`src/rtl/abd_pkg.sv`:
```
package abd_pkg;

  typedef enum logic [2:0] {
    ST_IDLE,
    ST_LOW,
    ST_GAP,
    ST_MEAS,
    ST_DRAIN
  } abd_state_e;

  // Break threshold: programmed floor before learning, 11 bit times after.
  function automatic logic [31:0] brk_limit(input logic have_div,
                                            input logic [31:0] div,
                                            input logic [31:0] floor_lim);
    return have_div ? (div * 32'd11) : floor_lim;
  endfunction

  // Divisor from an eight-bit-time span.
  function automatic logic [31:0] span_to_div(input logic [31:0] span);
    return span >> 3;
  endfunction

  // Falling edge k (nominally at 2k bit times) must sit within S/64
  // of k*S/4, i.e. one eighth of a bit period.
  function automatic logic edge_fits(input logic [31:0] ek,
                                     input logic [2:0]  k,
                                     input logic [31:0] span);
    logic [47:0] a, b, d;
    a = {14'd0, ek, 2'b00};
    b = {16'd0, span} * {45'd0, k};
    d = (a >= b) ? (a - b) : (b - a);
    return {d[43:0], 4'b0000} <= {16'd0, span};
  endfunction

endpackage

```
`src/rtl/abd_line_sync.sv`:
```
module abd_line_sync #(
  parameter int STAGES = 2
) (
  input  logic clk,
  input  logic rst_n,
  input  logic rxd,
  output logic line,
  output logic fall
);
  logic [STAGES-1:0] sh;
  logic              line_q;

  always_ff @(posedge clk or negedge rst_n) begin
    if (!rst_n) begin
      sh     <= '1;
      line_q <= 1'b1;
    end else begin
      sh     <= {sh[STAGES-2:0], rxd};
      line_q <= sh[STAGES-1];
    end
  end

  assign line = sh[STAGES-1];
  assign fall = line_q & ~line;
endmodule

```
`src/rtl/abd_span_timer.sv`:
```
module abd_span_timer #(
  parameter int W = 20
) (
  input  logic         clk,
  input  logic         rst_n,
  input  logic         restart,
  output logic [W-1:0] count
);
  always_ff @(posedge clk or negedge rst_n) begin
    if (!rst_n)             count <= '0;
    else if (restart)       count <= W'(1);
    else if (count != '1)   count <= count + W'(1);
  end
endmodule

```
`src/rtl/abd_edge_judge.sv`:
```
module abd_edge_judge import abd_pkg::*; #(
  parameter int W     = 20,
  parameter int FALLS = 4,
  localparam int SLOT_W = $clog2(FALLS)
) (
  input  logic              clk,
  input  logic              rst_n,
  input  logic              capture,
  input  logic [SLOT_W-1:0] slot,
  input  logic [W-1:0]      stamp,
  output logic              fit
);
  logic [FALLS-2:0] ok;

  for (genvar g = 0; g < FALLS - 1; g++) begin : g_slot
    logic [W-1:0] stamp_q;
    always_ff @(posedge clk or negedge rst_n) begin
      if (!rst_n)                                  stamp_q <= '0;
      else if (capture && slot == SLOT_W'(g))      stamp_q <= stamp;
    end
    assign ok[g] = edge_fits(32'(stamp_q), 3'(g + 1), 32'(stamp));
  end

  // The last edge is the span itself; it only needs a non-zero divisor.
  assign fit = (&ok) && (span_to_div(32'(stamp)) != 32'd0);
endmodule

```
`src/rtl/autobaud_det.sv`:
```
module autobaud_det import abd_pkg::*; #(
  parameter int CNT_W       = 20,
  parameter int SYNC_STAGES = 2,
  localparam int DIV_W      = CNT_W - 3
) (
  input  logic             clk,
  input  logic             rst_n,
  input  logic             en,
  input  logic             rxd,
  input  logic [CNT_W-1:0] brk_min,
  input  logic [CNT_W-1:0] brk_max,
  input  logic [CNT_W-1:0] delim_min,
  output logic [DIV_W-1:0] divisor,
  output logic             break_flag,
  output logic             sync_done,
  output logic             sync_err,
  output logic             brk_timeout
);
  localparam int FALLS  = 4;
  localparam int SLOT_W = $clog2(FALLS);

  abd_state_e        st;
  logic              line, fall;
  logic [CNT_W-1:0]  timer;
  logic              restart;
  logic [SLOT_W-1:0] idx;
  logic              have_div;
  logic [31:0]       brk_thr;

  // Named events, shared with the checker.
  logic low_end, brk_hit, low_over;
  logic gap_end, gap_short;
  logic meas_fall, last_fall, meas_over;
  logic judge_fit, sync_good, sync_bad;

  abd_line_sync #(.STAGES(SYNC_STAGES)) u_line (
    .clk(clk), .rst_n(rst_n), .rxd(rxd), .line(line), .fall(fall)
  );

  abd_span_timer #(.W(CNT_W)) u_timer (
    .clk(clk), .rst_n(rst_n), .restart(restart), .count(timer)
  );

  abd_edge_judge #(.W(CNT_W), .FALLS(FALLS)) u_judge (
    .clk(clk), .rst_n(rst_n), .capture(meas_fall && !last_fall),
    .slot(idx), .stamp(timer), .fit(judge_fit)
  );

  assign brk_thr   = brk_limit(have_div, 32'(divisor), 32'(brk_min));
  assign low_end   = (st == ST_LOW) && line;
  assign brk_hit   = low_end && (32'(timer) >= brk_thr);
  assign low_over  = (st == ST_LOW) && !line && (timer >= brk_max);
  assign gap_end   = (st == ST_GAP) && !line;
  assign gap_short = gap_end && (timer < delim_min);
  assign meas_fall = (st == ST_MEAS) && fall;
  assign last_fall = meas_fall && (idx == SLOT_W'(FALLS - 1));
  assign meas_over = (st == ST_MEAS) && !last_fall && (timer >= brk_max);
  assign sync_good = last_fall && judge_fit;
  assign sync_bad  = gap_short || meas_over || (last_fall && !judge_fit);

  assign restart = ((st == ST_IDLE) && !line) || low_end || gap_end;

  // Sequencer
  always_ff @(posedge clk or negedge rst_n) begin
    if (!rst_n) begin
      st  <= ST_IDLE;
      idx <= '0;
    end else if (!en) begin
      st  <= ST_DRAIN;
      idx <= '0;
    end else begin
      case (st)
        ST_IDLE:  if (!line) st <= ST_LOW;
        ST_LOW: begin
          if (low_over)     st <= ST_DRAIN;
          else if (brk_hit) st <= ST_GAP;
          else if (low_end) st <= ST_IDLE;
        end
        ST_GAP: begin
          idx <= '0;
          if (gap_short)    st <= ST_DRAIN;
          else if (gap_end) st <= ST_MEAS;
        end
        ST_MEAS: begin
          if (last_fall || meas_over) st <= ST_DRAIN;
          else if (meas_fall)         idx <= idx + SLOT_W'(1);
        end
        ST_DRAIN: if (line) st <= ST_IDLE;
        default:  st <= ST_IDLE;
      endcase
    end
  end

  // Divisor and reporting
  always_ff @(posedge clk or negedge rst_n) begin
    if (!rst_n) begin
      divisor     <= '0;
      have_div    <= 1'b0;
      break_flag  <= 1'b0;
      sync_done   <= 1'b0;
      sync_err    <= 1'b0;
      brk_timeout <= 1'b0;
    end else if (!en) begin
      break_flag  <= 1'b0;
      sync_done   <= 1'b0;
      sync_err    <= 1'b0;
      brk_timeout <= 1'b0;
    end else begin
      sync_done <= sync_good;
      if (sync_good) begin
        divisor  <= DIV_W'(span_to_div(32'(timer)));
        have_div <= 1'b1;
      end
      if (brk_hit)                     break_flag <= 1'b1;
      else if (sync_good || sync_bad)  break_flag <= 1'b0;
      if (brk_hit)       sync_err <= 1'b0;
      else if (sync_bad) sync_err <= 1'b1;
      if (brk_hit)       brk_timeout <= 1'b0;
      else if (low_over) brk_timeout <= 1'b1;
    end
  end
endmodule

```
`config.mk`:
```
export PLATFORM = sky130hd
export DESIGN_NAME = autobaud_det
export DESIGN_NICKNAME = d
export VERILOG_FILES = /design/src/rtl/abd_pkg.sv /design/src/rtl/abd_line_sync.sv /design/src/rtl/abd_span_timer.sv /design/src/rtl/abd_edge_judge.sv /design/src/rtl/autobaud_det.sv
export SDC_FILE = /design/constraint.sdc
export NUM_CORES = 1
export LEC_CHECK = 0
export ABC_AREA = 1
export CAP_MARGIN = 10
export CORE_MARGIN = 4
export CORE_UTILIZATION = 32
export DETAILED_ROUTE_END_ITERATION = 16
export SLEW_MARGIN = 20
export SYNTH_ARGS = -nofsm -noshare
export SYNTH_HDL_FRONTEND = slang
export SYNTH_SLANG_ARGS = --single-unit
```
`constraint.sdc`:
```
create_clock -name clk -period 6.3 [get_ports clk]
set_input_delay 0.63 -clock clk [delete_from_list [all_inputs] [get_ports clk]]
set_output_delay 0.63 -clock clk [all_outputs]
set_load 0.05 [all_outputs]
```
==> load_flow_metrics.sql <==
INSERT INTO impl_metrics (metric_group, metric, value, unit) VALUES
('worst_setup_path', 'timing.critical_path.required', '6.59', 'ns'),
('worst_setup_path', 'critical-path-slowest-cell', 'dfrtp_1', ''),
('place', 'port_buffers', '84', ''),
('die', 'pin_count', '85', ''),
('drt', 'drt_wl_total', '66.5', 'mm'),
('cells_and_area', 'number_of_nets_in_the_finished_design', '3402', ''),
('timing', 'maxClockFrequency', '0.166', 'GHz'),
('synthesis', 'ys_ff_latch', '110', ''),
('drt', 'vias', '18800', ''),
('synthesis', 'post_synth.cell_area_avg', '6.22', 'um^2'),
('drt', 'antenna_left', '0', ''),
('synthesis', 'post_synth_inst_count', '2855', ''),
('timing', 'slew_headroom', '0.305', ''),
('clocking', 'cts-root-buf', 'clkbuf_16', ''),
('worst_setup_path', 'worstSetupStartpointType', 'register', ''),
('grt', 'antenna_found_initial', '0', ''),
('worst_setup_path', 'crit_top_cell', 'nand2_1', ''),
('timing', 'timing.hold.ws', '0.359', 'ns'),
('die', 'placementRows', '86', ''),
('grt', 'vias_in_the_first_global_route', '17700', ''),
('synthesis', 'synth_top_flop_cell', 'dfrtp_1', ''),
('cells_and_area', 'syn_to_final_growth', '18.6', '%'),
('grt', 'wire_length_of_the_first_global_routing_pass', '101', 'mm'),
('clocking', 'clockBufferDepth', '2', ''),
('timing', 'postLayoutSetupSlackWorst', '0.276', 'ns'),
('synthesis', 'ys_warn_count', '0', ''),
('timing', 'finClkSkew', '0.0257', 'ns'),
('drt', 'wl_per_cell', '17.6', 'um'),
('place', 'post-dp-hpwl', '52.7', 'mm'),
('worst_setup_path', 'path_max_fanout', '9', ''),
('drt', 'detailedRoute.firstPassIterationCount', '5', ''),
('drt', 'drt_iter0_drc', '1536', ''),
('cells_and_area', 'design_area', '21000', 'um^2'),
('die', 'fp.dieH', '243', 'um'),
('die', 'core-area', '55000', 'um^2'),
('cells_and_area', 'post_route_cells_drive_above_1_share', '0.0929', ''),
('cells_and_area', 'insertedDiodeCount', '0', ''),
('worst_setup_path', 'critical-path-max-stage-delay', '0.48', 'ns'),
('drt', 'routed_via_density', '4.97', ''),
('timing', 'report.final.slew_viol_count', '0', ''),
('synthesis', 'mappedNetlistNets', '3227', ''),
('place', 'dpl_worst_slack', '0.0498', 'ns'),
('worst_setup_path', 'timing.critical_path.to_type', 'register', ''),
('clocking', 'clock_sinks', '110', ''),
('timing', 'report.final.hold_viol_count', '0', ''),
('clocking', 'h-tree-depth', '3', ''),
('place', 'placed_cell_area', '20000', 'um^2'),
('clocking', 'worst_skew_pair_latency', '0.40', 'ns'),
('min_path', 'min-delay-path-class', 'reg -> reg', ''),
('worst_setup_path', 'reg2reg_slack', '0.28', 'ns'),
('timing', 'finalSetupTns', '0', 'ns'),
('power', 'pwr_density_cell', '377', 'nW/um^2'),
('die', 'die_x', '243', 'um'),
('power', 'total_power', '7.93', 'mW'),
('place', 'gp_congestion', '0.981', ''),
('worst_setup_path', 'critical_path_arrival', '6.31', 'ns'),
('power', 'power.ir.vdd_worst', '0.244', 'mV'),
('timing', 'min_period_over_period', '0.956', ''),
('die', 'die_area', '59300', 'um^2'),
('clocking', 'ctsHoldBuffers', '0', ''),
('die', 'floorplan.initialDensity', '0.323', ''),
('synthesis', 'mappedNetlistArea', '17700', 'um^2'),
('clocking', 'cts_inserted_buffers', '9', ''),
('grt', 'grt_remaining_overflow', '0', ''),
('worst_setup_path', 'worst-setup-path-type', 'reg -> reg', ''),
('outcome', 'outcome', 'finished, final reports clean', ''),
('cells_and_area', 'post_layout_util', '0.383', ''),
('grt', 'grtUsageTotal', '0.216', ''),
('drt', 'drc_errors', '0', ''),
('cells_and_area', 'layoutNonFillerInstCount', '3783', ''),
('job', 'max-cap-violations', '0', ''),
('place', 'place.detailed.instances', '3735', ''),
('timing', 'setup_violations', '0', ''),
('synthesis', 'synth-edff-count', '0', ''),
('grt', 'pin_count_of_the_biggest_net_entering_global_routing', '66', ''),
('timing', 'worstMarginPinSlew', '1.04', 'ns'),
('clocking', 'tritoncts', 'built', ''),
('clocking', 'clkSlewWorstSetupHoldPaths', '0.10', 'ns'),
('power', 'leakage', '11.5', 'nW'),
('timing', 'layout_min_cycle_time', '6.02', 'ns'),
('synthesis', 'synth_cell_type_count', '56', ''),
('synthesis', 'yosysSeqAreaShare', '0.155', ''),
('synthesis', 'synthArstFlopShare', '1.00', '');
registers in the layout, indices dropped and copies added (netlist names):
name / cells
break_flag: 1
brk_timeout: 1
divisor: 17
have_div: 1
idx: 2
st: 3
sync_done: 1
sync_err: 1
u_judge.g_slot.stamp_q: 60
u_line.line_q: 1
u_line.sh: 2
u_timer.count: 20
Yosys cell counts, drive strengths merged (9+ instances only):
cell type	n	area [um^2]
nand2	861	3280
inv	535	2010
ha	289	3620
nor2	227	950
a21oi	217	1100
o21ai	185	937
nand3	147	761
dfrtp	107	2680
nand4	39	274
xnor2	35	307
xor2	35	307
clkbuf	20	75.1
fa	19	380
nor3	19	110
o21bai	17	128
buf	14	92.6
mux2i	13	130
a31oi	10	62.6
a21o	9	67.6
worst paths after layout:
path	from	to	cells after the start
worst max-delay path	u_timer.count[12]	divisor[9]	37
worst min-delay path	u_line.sh[0]	u_line.sh[1]	0
worst max register to register	u_timer.count[12]	divisor[9]	37
worst min register to register	u_line.sh[0]	u_line.sh[1]	0
max in group asynchronous	rst_n	u_judge.g_slot[1].stamp_q[19]	2
min in group asynchronous	rst_n	divisor[14]	1
logic make-up (layout without fill, tap and decap cells):
logic type | Yosys count | after routing | synth area share
AND/OR/NAND/NOR | 1312 | 1314 | 0.311
XOR/XNOR | 70 | 70 | 0.0345
flip-flops | 110 | 110 | 0.155
buffers and inverters | 572 | 750 | 0.123
multiplexers | 13 | 13 | 0.00733
adder cells (fa/ha/maj) | 308 | 308 | 0.225
AO/OA/AOI/OAI | 470 | 470 | 0.143
where the power goes:
group / switching, mW / total, mW / internal (mW)
clock network: 0.342 / 0.664 / 0.323
logic: 4.10 / 6.51 / 2.41
registers: 0.0246 / 0.751 / 0.727
total: 4.47 / 7.93 / 3.46
routing by layer:
metal | vias up | share of wire | GRT usage
met5 | - | 0 | 0
met4 | 0 | 0.030 | 0.0611
met3 | 88 | 0.058 | 0.0238
met2 | 618 | 0.47 | 0.370
met1 | 8666 | 0.45 | 0.289
li1 | 9443 | - | -
placed cells by master, fill, tap and decap left out, drive strengths merged, types with 19 or more instances in the layout:
cell type / instances
a21oi: 217
nor3: 19
xor2: 35
ha: 289
dfrtp: 107
xnor2: 35
nor2: 227
nand4: 41
nand3: 147
o21ai: 185
nand2: 861
clkdlybuf4s50: 83
inv: 540
buf: 111
fa: 19
worst max-delay path: cells and delay by family (launching register included):
kind	cells	cell delay [ns]
adders and majority gates	3	1.10
xor gates and xnor gates	2	0.36
AOI/OAI and AO/OA	3	0.71
and+or+nand+nor	22	2.34
buffers and inverters	6	0.68
DFF	1	0.48
muxes	1	0.21
cell type report:
cell class,instances,area (um^2)
fillers,5954,33900
multi-input cells,2175,13300
flip-flops and latches,110,2760
inverters,538,2020
repair buffers,196,1750
well taps,748,936
clock buffers,9,225
clock inverters,7,95.1
what timing repair did:
action / in CTS / in global routing
gates cloned: 1 / 3
endpoints found under the setup margin: 17 / 20
pin swaps: 2 / 32
setup buffers: 1 / 27
gates resized for setup: 3 / 96
Power figures use the tool's default switching activity.
